--- config.mk ---
export PLATFORM = sky130hd
export DESIGN_NAME = irqf_regs
export DESIGN_NICKNAME = d
export VERILOG_FILES = /design/src/rtl/irqf_pkg.sv /design/src/rtl/irqf_alias_dec.sv /design/src/rtl/irqf_bit_cell.sv /design/src/rtl/irqf_irq_or.sv /design/src/rtl/irqf_regs.sv
export SDC_FILE = /design/constraint.sdc
export NUM_CORES = 1
export LEC_CHECK = 0
export ABC_AREA = 1
export BUFFER_PORTS_ARGS = -buffer_cell sky130_fd_sc_hd__buf_2
export CAP_MARGIN = 15
export CORE_MARGIN = 2
export CORE_UTILIZATION = 37
export CTS_BUF_LIST = sky130_fd_sc_hd__clkbuf_8
export DETAILED_ROUTE_END_ITERATION = 12
export PLACE_DENSITY = 0.71
export SYNTH_ARGS = -nofsm -noshare
export SYNTH_HDL_FRONTEND = slang
export SYNTH_SLANG_ARGS = --single-unit
--- constraint.sdc ---
create_clock -name clk_i -period 1.1 [get_ports clk_i]
set_clock_uncertainty 0.1 [all_clocks]
set_input_delay 0.165 -clock clk_i [delete_from_list [all_inputs] [get_ports clk_i]]
set_output_delay 0.165 -clock clk_i [all_outputs]
set_load 0.01 [all_outputs]
--- src/rtl/irqf_pkg.sv ---
package irqf_pkg;
  localparam int REG_W      = 32;
  localparam int NUM_FLAGS  = 8;
  localparam int ENA_OFS    = 8;
  localparam int FIELD_W    = ENA_OFS + NUM_FLAGS;
  localparam int NAK_BIT    = 28;
  localparam int FLAG_OVSZ  = 4;
  localparam int OFF_BASE   = 0;
  localparam int OFF_SET    = 4;
  localparam int OFF_CLR    = 8;

  typedef enum logic [1:0] {
    OP_NONE  = 2'd0,
    OP_WRITE = 2'd1,
    OP_SET   = 2'd2,
    OP_CLR   = 2'd3
  } reg_op_e;
endpackage

--- src/rtl/irqf_alias_dec.sv ---
module irqf_alias_dec
  import irqf_pkg::*;
#(
  parameter int ADDR_W = 4
) (
  input  logic              req_i,
  input  logic              we_i,
  input  logic [ADDR_W-1:0] addr_i,
  output reg_op_e           op_o,
  output logic              rd_hit_o
);
  localparam logic [ADDR_W-1:0] A_BASE = ADDR_W'(OFF_BASE);
  localparam logic [ADDR_W-1:0] A_SET  = ADDR_W'(OFF_SET);
  localparam logic [ADDR_W-1:0] A_CLR  = ADDR_W'(OFF_CLR);

  logic hit;

  always_comb begin
    hit  = (addr_i == A_BASE) || (addr_i == A_SET) || (addr_i == A_CLR);
    op_o = OP_NONE;
    if (req_i && we_i) begin
      if (addr_i == A_BASE)     op_o = OP_WRITE;
      else if (addr_i == A_SET) op_o = OP_SET;
      else if (addr_i == A_CLR) op_o = OP_CLR;
    end
    rd_hit_o = req_i && !we_i && hit;
  end
endmodule

--- src/rtl/irqf_bit_cell.sv ---
module irqf_bit_cell (
  input  logic clk_i,
  input  logic rst_ni,
  input  logic wr_i,
  input  logic set_i,
  input  logic clr_i,
  input  logic d_i,
  input  logic hw_i,
  output logic q_o
);
  logic q_d;

  always_comb begin
    q_d = q_o;
    if (wr_i)              q_d = d_i;
    else if (set_i && d_i) q_d = 1'b1;
    else if (clr_i && d_i) q_d = 1'b0;
    // hardware event wins over any software change
    if (hw_i)              q_d = 1'b1;
  end

  always_ff @(posedge clk_i or negedge rst_ni) begin
    if (!rst_ni) q_o <= 1'b0;
    else         q_o <= q_d;
  end

  assert_flag_sticky_R6: assert property (@(posedge clk_i) disable iff (!rst_ni)
    (q_o && !wr_i && !(clr_i && d_i)) |=> q_o);

  assert_event_wins_R7: assert property (@(posedge clk_i) disable iff (!rst_ni)
    hw_i |=> q_o);

  assert_set_alias_R3: assert property (@(posedge clk_i) disable iff (!rst_ni)
    (set_i && d_i) |=> q_o);

  assert_clr_alias_R4: assert property (@(posedge clk_i) disable iff (!rst_ni)
    (clr_i && d_i && !hw_i) |=> !q_o);
endmodule

--- src/rtl/irqf_irq_or.sv ---
module irqf_irq_or #(
  parameter int N = 8
) (
  input  logic [N-1:0] flags_i,
  input  logic [N-1:0] ena_i,
  output logic         irq_o
);
  logic [N-1:0] act;

  for (genvar k = 0; k < N; k++) begin : g_act
    assign act[k] = flags_i[k] & ena_i[k];
  end

  assign irq_o = |act;
endmodule

--- src/rtl/irqf_regs.sv ---
module irqf_regs
  import irqf_pkg::*;
#(
  parameter int ADDR_W = 4
) (
  input  logic              clk_i,
  input  logic              rst_ni,
  input  logic              req_i,
  input  logic              we_i,
  input  logic [ADDR_W-1:0] addr_i,
  input  logic [REG_W-1:0]  wdata_i,
  output logic [REG_W-1:0]  rdata_o,
  input  logic [NUM_FLAGS-1:0] evt_i,
  input  logic              slave_mode_i,
  output logic              irq_o,
  output logic              nak_release_o
);
  reg_op_e op;
  logic    rd_hit;
  logic [NUM_FLAGS-1:0] evt_eff;
  logic [FIELD_W-1:0]   hw_vec;
  logic [FIELD_W-1:0]   bits_q;
  logic                 nak_q;
  logic [REG_W-1:0]     reg_val;
  logic                 unused_wdata;

  assign unused_wdata = ^{wdata_i[REG_W-1:NAK_BIT+1], wdata_i[NAK_BIT-1:FIELD_W]};

  irqf_alias_dec #(.ADDR_W(ADDR_W)) u_dec (
    .req_i    (req_i),
    .we_i     (we_i),
    .addr_i   (addr_i),
    .op_o     (op),
    .rd_hit_o (rd_hit)
  );

  // oversize event only counts in slave operation
  always_comb begin
    evt_eff = evt_i;
    if (!slave_mode_i) evt_eff[FLAG_OVSZ] = 1'b0;
  end

  assign hw_vec = {{(FIELD_W-NUM_FLAGS){1'b0}}, evt_eff};

  for (genvar i = 0; i < FIELD_W; i++) begin : g_bit
    irqf_bit_cell u_cell (
      .clk_i  (clk_i),
      .rst_ni (rst_ni),
      .wr_i   (op == OP_WRITE),
      .set_i  (op == OP_SET),
      .clr_i  (op == OP_CLR),
      .d_i    (wdata_i[i]),
      .hw_i   (hw_vec[i]),
      .q_o    (bits_q[i])
    );
  end

  always_ff @(posedge clk_i or negedge rst_ni) begin
    if (!rst_ni) nak_q <= 1'b0;
    else         nak_q <= ((op == OP_WRITE) || (op == OP_SET)) && wdata_i[NAK_BIT];
  end

  always_comb begin
    reg_val                = '0;
    reg_val[FIELD_W-1:0]   = bits_q;
    reg_val[NAK_BIT]       = nak_q;
  end

  assign rdata_o       = rd_hit ? reg_val : '0;
  assign nak_release_o = nak_q;

  irqf_irq_or #(.N(NUM_FLAGS)) u_irq (
    .flags_i (bits_q[NUM_FLAGS-1:0]),
    .ena_i   (bits_q[ENA_OFS +: NUM_FLAGS]),
    .irq_o   (irq_o)
  );

  assert_nak_self_clear_R10: assert property (@(posedge clk_i) disable iff (!rst_ni)
    (nak_q && !(req_i && we_i && wdata_i[NAK_BIT])) |=> !nak_release_o);

  assert_unmapped_write_R5: assert property (@(posedge clk_i) disable iff (!rst_ni)
    (req_i && we_i && (op == OP_NONE) && (evt_eff == '0)) |=> $stable(bits_q));

  assert_ovsz_master_R8: assert property (@(posedge clk_i) disable iff (!rst_ni)
    (!slave_mode_i && evt_i[FLAG_OVSZ] && !bits_q[FLAG_OVSZ] && !(req_i && we_i)) |=> !bits_q[FLAG_OVSZ]);

  assert_no_read_when_write_R5: assert property (@(posedge clk_i) disable iff (!rst_ni)
    (req_i && we_i) |-> (rdata_o == '0));
endmodule

==> flow_summary.ini <==
[timing]
fmaxAchievable_ghz = 0.672
rsz0062_at_grt = true
hold_viol = 2
maxSlewViolCount = 0
setup_viol = 34
setup_ws_ns = -0.389
min_period_ns = 1.49
hold-worst-slack_ns = -0.00438
fin_crit_sh = 1.35

[worst_setup_path]
cp_num_buf_inv = 2
crit_path_cell_trace = inv_1 > o22ai_1 > nor2_1 > nand2_1 > buf_2
start_kind = flip-flop
crit_path_end_kind = output port
crit_slowest_cell = dfrtp_1
cp.arrival_ns = 1.22
r2r_start = g_bit[14].u_cell.q_o
required_ns = 0.83
reg2reg_slack_ns = 0.09
crit_type = reg2out
crit_fanout = 2
r2r-end = g_bit[14].u_cell.q_o
crit_family = flip-flops
ff2ff_path_depth = 4
crit_start = g_bit[13].u_cell.q_o
slowest_delay_ns = 0.41

[floorplan]
die_area_um2 = 4060
rows = 21
core_um2 = 3390
fp.dieW_um = 63.7
initial_core_util = 0.389
die_h_um = 63.7
io_pins = 83

[synthesis]
synth_area_um2 = 1320
synth_largest_area_cell = dfrtp_1
yosysUniqueCellTypes = 19
yosysSeqAreaShare = 0.323
yosys-top-cells-area = dfrtp_1 32%, inv_1 12%, nor2_1 11%
yosys_register_bits = 17
synth_top_area_share = 0.323
synthCells = 193
synth_area_per_cell_um2 = 6.83
ys_warn_count = 0

[clock_network]
clkTransAtPathRegs_ns = 0.07
clk_latency_ns = 0.26
cts_inserted_buffers = 3
cts.sinks = 17
tritoncts = done
cts.path.max_buffers = 2
root_buffer = clkbuf_8
htreeDepth = 1

[drt]
drt_first_pass_iters = 5
drc_errors = 0
drtIter0Drc = 107
wl_per_cell_um = 12.8
ant_nets = 0
viasPerCell = 4.49
drt_wl_total_um = 4120
via_count = 1451

[global_routing]
grt_max_degree = 18
grt_pass1_wl_um = 5790
grt.overflow.total = 0
antenna_found_initial = 0
grt_pass1_vias = 1281
grtUsageTotal = 0.184

[pwr]
power_density_nw_per_um2 = 704
leakage_nw = 1.27
total_power_mw = 1.60
ir_drop_mv = 0.411

[place]
dp.cells = 308
post-dp-hpwl_um = 2510
port-buffer-count = 52
dpl-instance-area_um2 = 1780
routabilityCongestion = 0.748

[finish]
fin_cells = 323
nets = 330
syn2layout_area_growth_pct = 71.9
stdcell_area_um2 = 2270
drive_gt1_frac = 0.505
n_antenna_cell = 0

[hold_path]
hold_class = in2reg
min_from = evt_i[7]
min_delay_path_depth = 3
holdPathEnd = g_bit[7].u_cell.q_o

[status]
violations = hold timing, setup timing
status = complete, but fails checks

[job]
cap_violations = 0
worst min-delay path, stage by stage:
cell	delay, ns
buf_2	0.09
a21oi_2	0.03
o31ai_2	0.04
synth_stat cells, drive strengths merged:
master	n
o22ai	4
nand3	16
ha	3
o31ai	8
nor2	41
a22oi	1
nand3b	1
conb	1
nand2	32
dfrtp	17
buf	19
inv	42
a21oi	8
timing repair:
item	CTS	global route
pin swaps	17	3
hold endpoints to repair	19	0
cloned	1	1
resized for setup	41	41
endpoints found under the setup margin	34	34
buffers inserted	5	1
hold buffers	3	0
state kept, by name, summed over array words and instances, names as in the netlist:
| signal | flops |
|---|---|
| g_bit.u_cell.q_o | 16 |
| nak_release_o | 1 |
area by class of cell:
| type | count | area (um^2) |
|---|---|---|
| Clock inverter | 1 | 5.00 |
| Tap cell | 46 | 57.6 |
| Fill cell | 257 | 1120 |
| Inverter | 42 | 180 |
| Clock buffer | 3 | 41.3 |
| Multi-Input combinational cell | 129 | 863 |
| Timing Repair Buffer | 85 | 694 |
| Sequential cell | 17 | 425 |
how the worst max path moves through the flow:
stage | slack [ns] | cells past startpoint | end
2_1_floorplan | -0.43 | 12 | g_bit[4].u_cell.q_o
3_3_place_gp | -0.51 | 12 | g_bit[4].u_cell.q_o
3_5_place_dp | -0.57 | 11 | g_bit[0].u_cell.q_o
4_1_cts | -0.28 | 5 | irq_o
5_1_grt | -0.41 | 5 | irq_o
6_report | -0.39 | 5 | irq_o
per-layer routing:
layer,vias up,routed length (um),GRT usage
li1,729,-,-
met5,-,0,0
met2,43,2160,0.317
met4,0,62,0.0734
met3,8,172,0.0286
met1,671,1730,0.228
through the flow:
| stage | util | TNS [ns] | setup slack, ns |
|---|---|---|---|
| after CTS | 0.606 | -5.86 | -0.283 |
| after global routing | 0.669 | -8.69 | -0.411 |
| final | 0.669 | -6.37 | -0.389 |
| after global placement | 0.524 | -11.46 | -0.507 |
| after floorplan | - | -5.37 | -0.427 |
| after detailed placement | 0.524 | -12.20 | -0.567 |
cells in the final DEF, fill, tap and decap left out, types with 14 or more instances in the layout:
cell / count
buf_2: 35
inv_1: 32
nand2_1: 27
buf_4: 24
dfrtp_1: 17
buf_6: 17
nor2_4: 16
nor2_1: 15
conb_1: 15
nand3_1: 14
report_power, final:
part / switching, mW / total (mW) / internal (mW)
logic: 0.236 / 0.439 / 0.203
registers: 0.0117 / 0.658 / 0.646
clock network: 0.247 / 0.500 / 0.253
total: 0.495 / 1.60 / 1.10
cells by family (layout without fill, tap and decap cells):
kind of cell	Yosys count	in the layout	share of synthesized area
AO/OA/AOI/OAI	21	21	0.103
adder cells (fa/ha/maj)	3	3	0.0285
buffers and inverters	61	131	0.236
flip-flops	17	17	0.323
AND/OR/NAND/NOR	90	90	0.306
other	1	15	0.00284
Power figures use the tool's default switching activity.
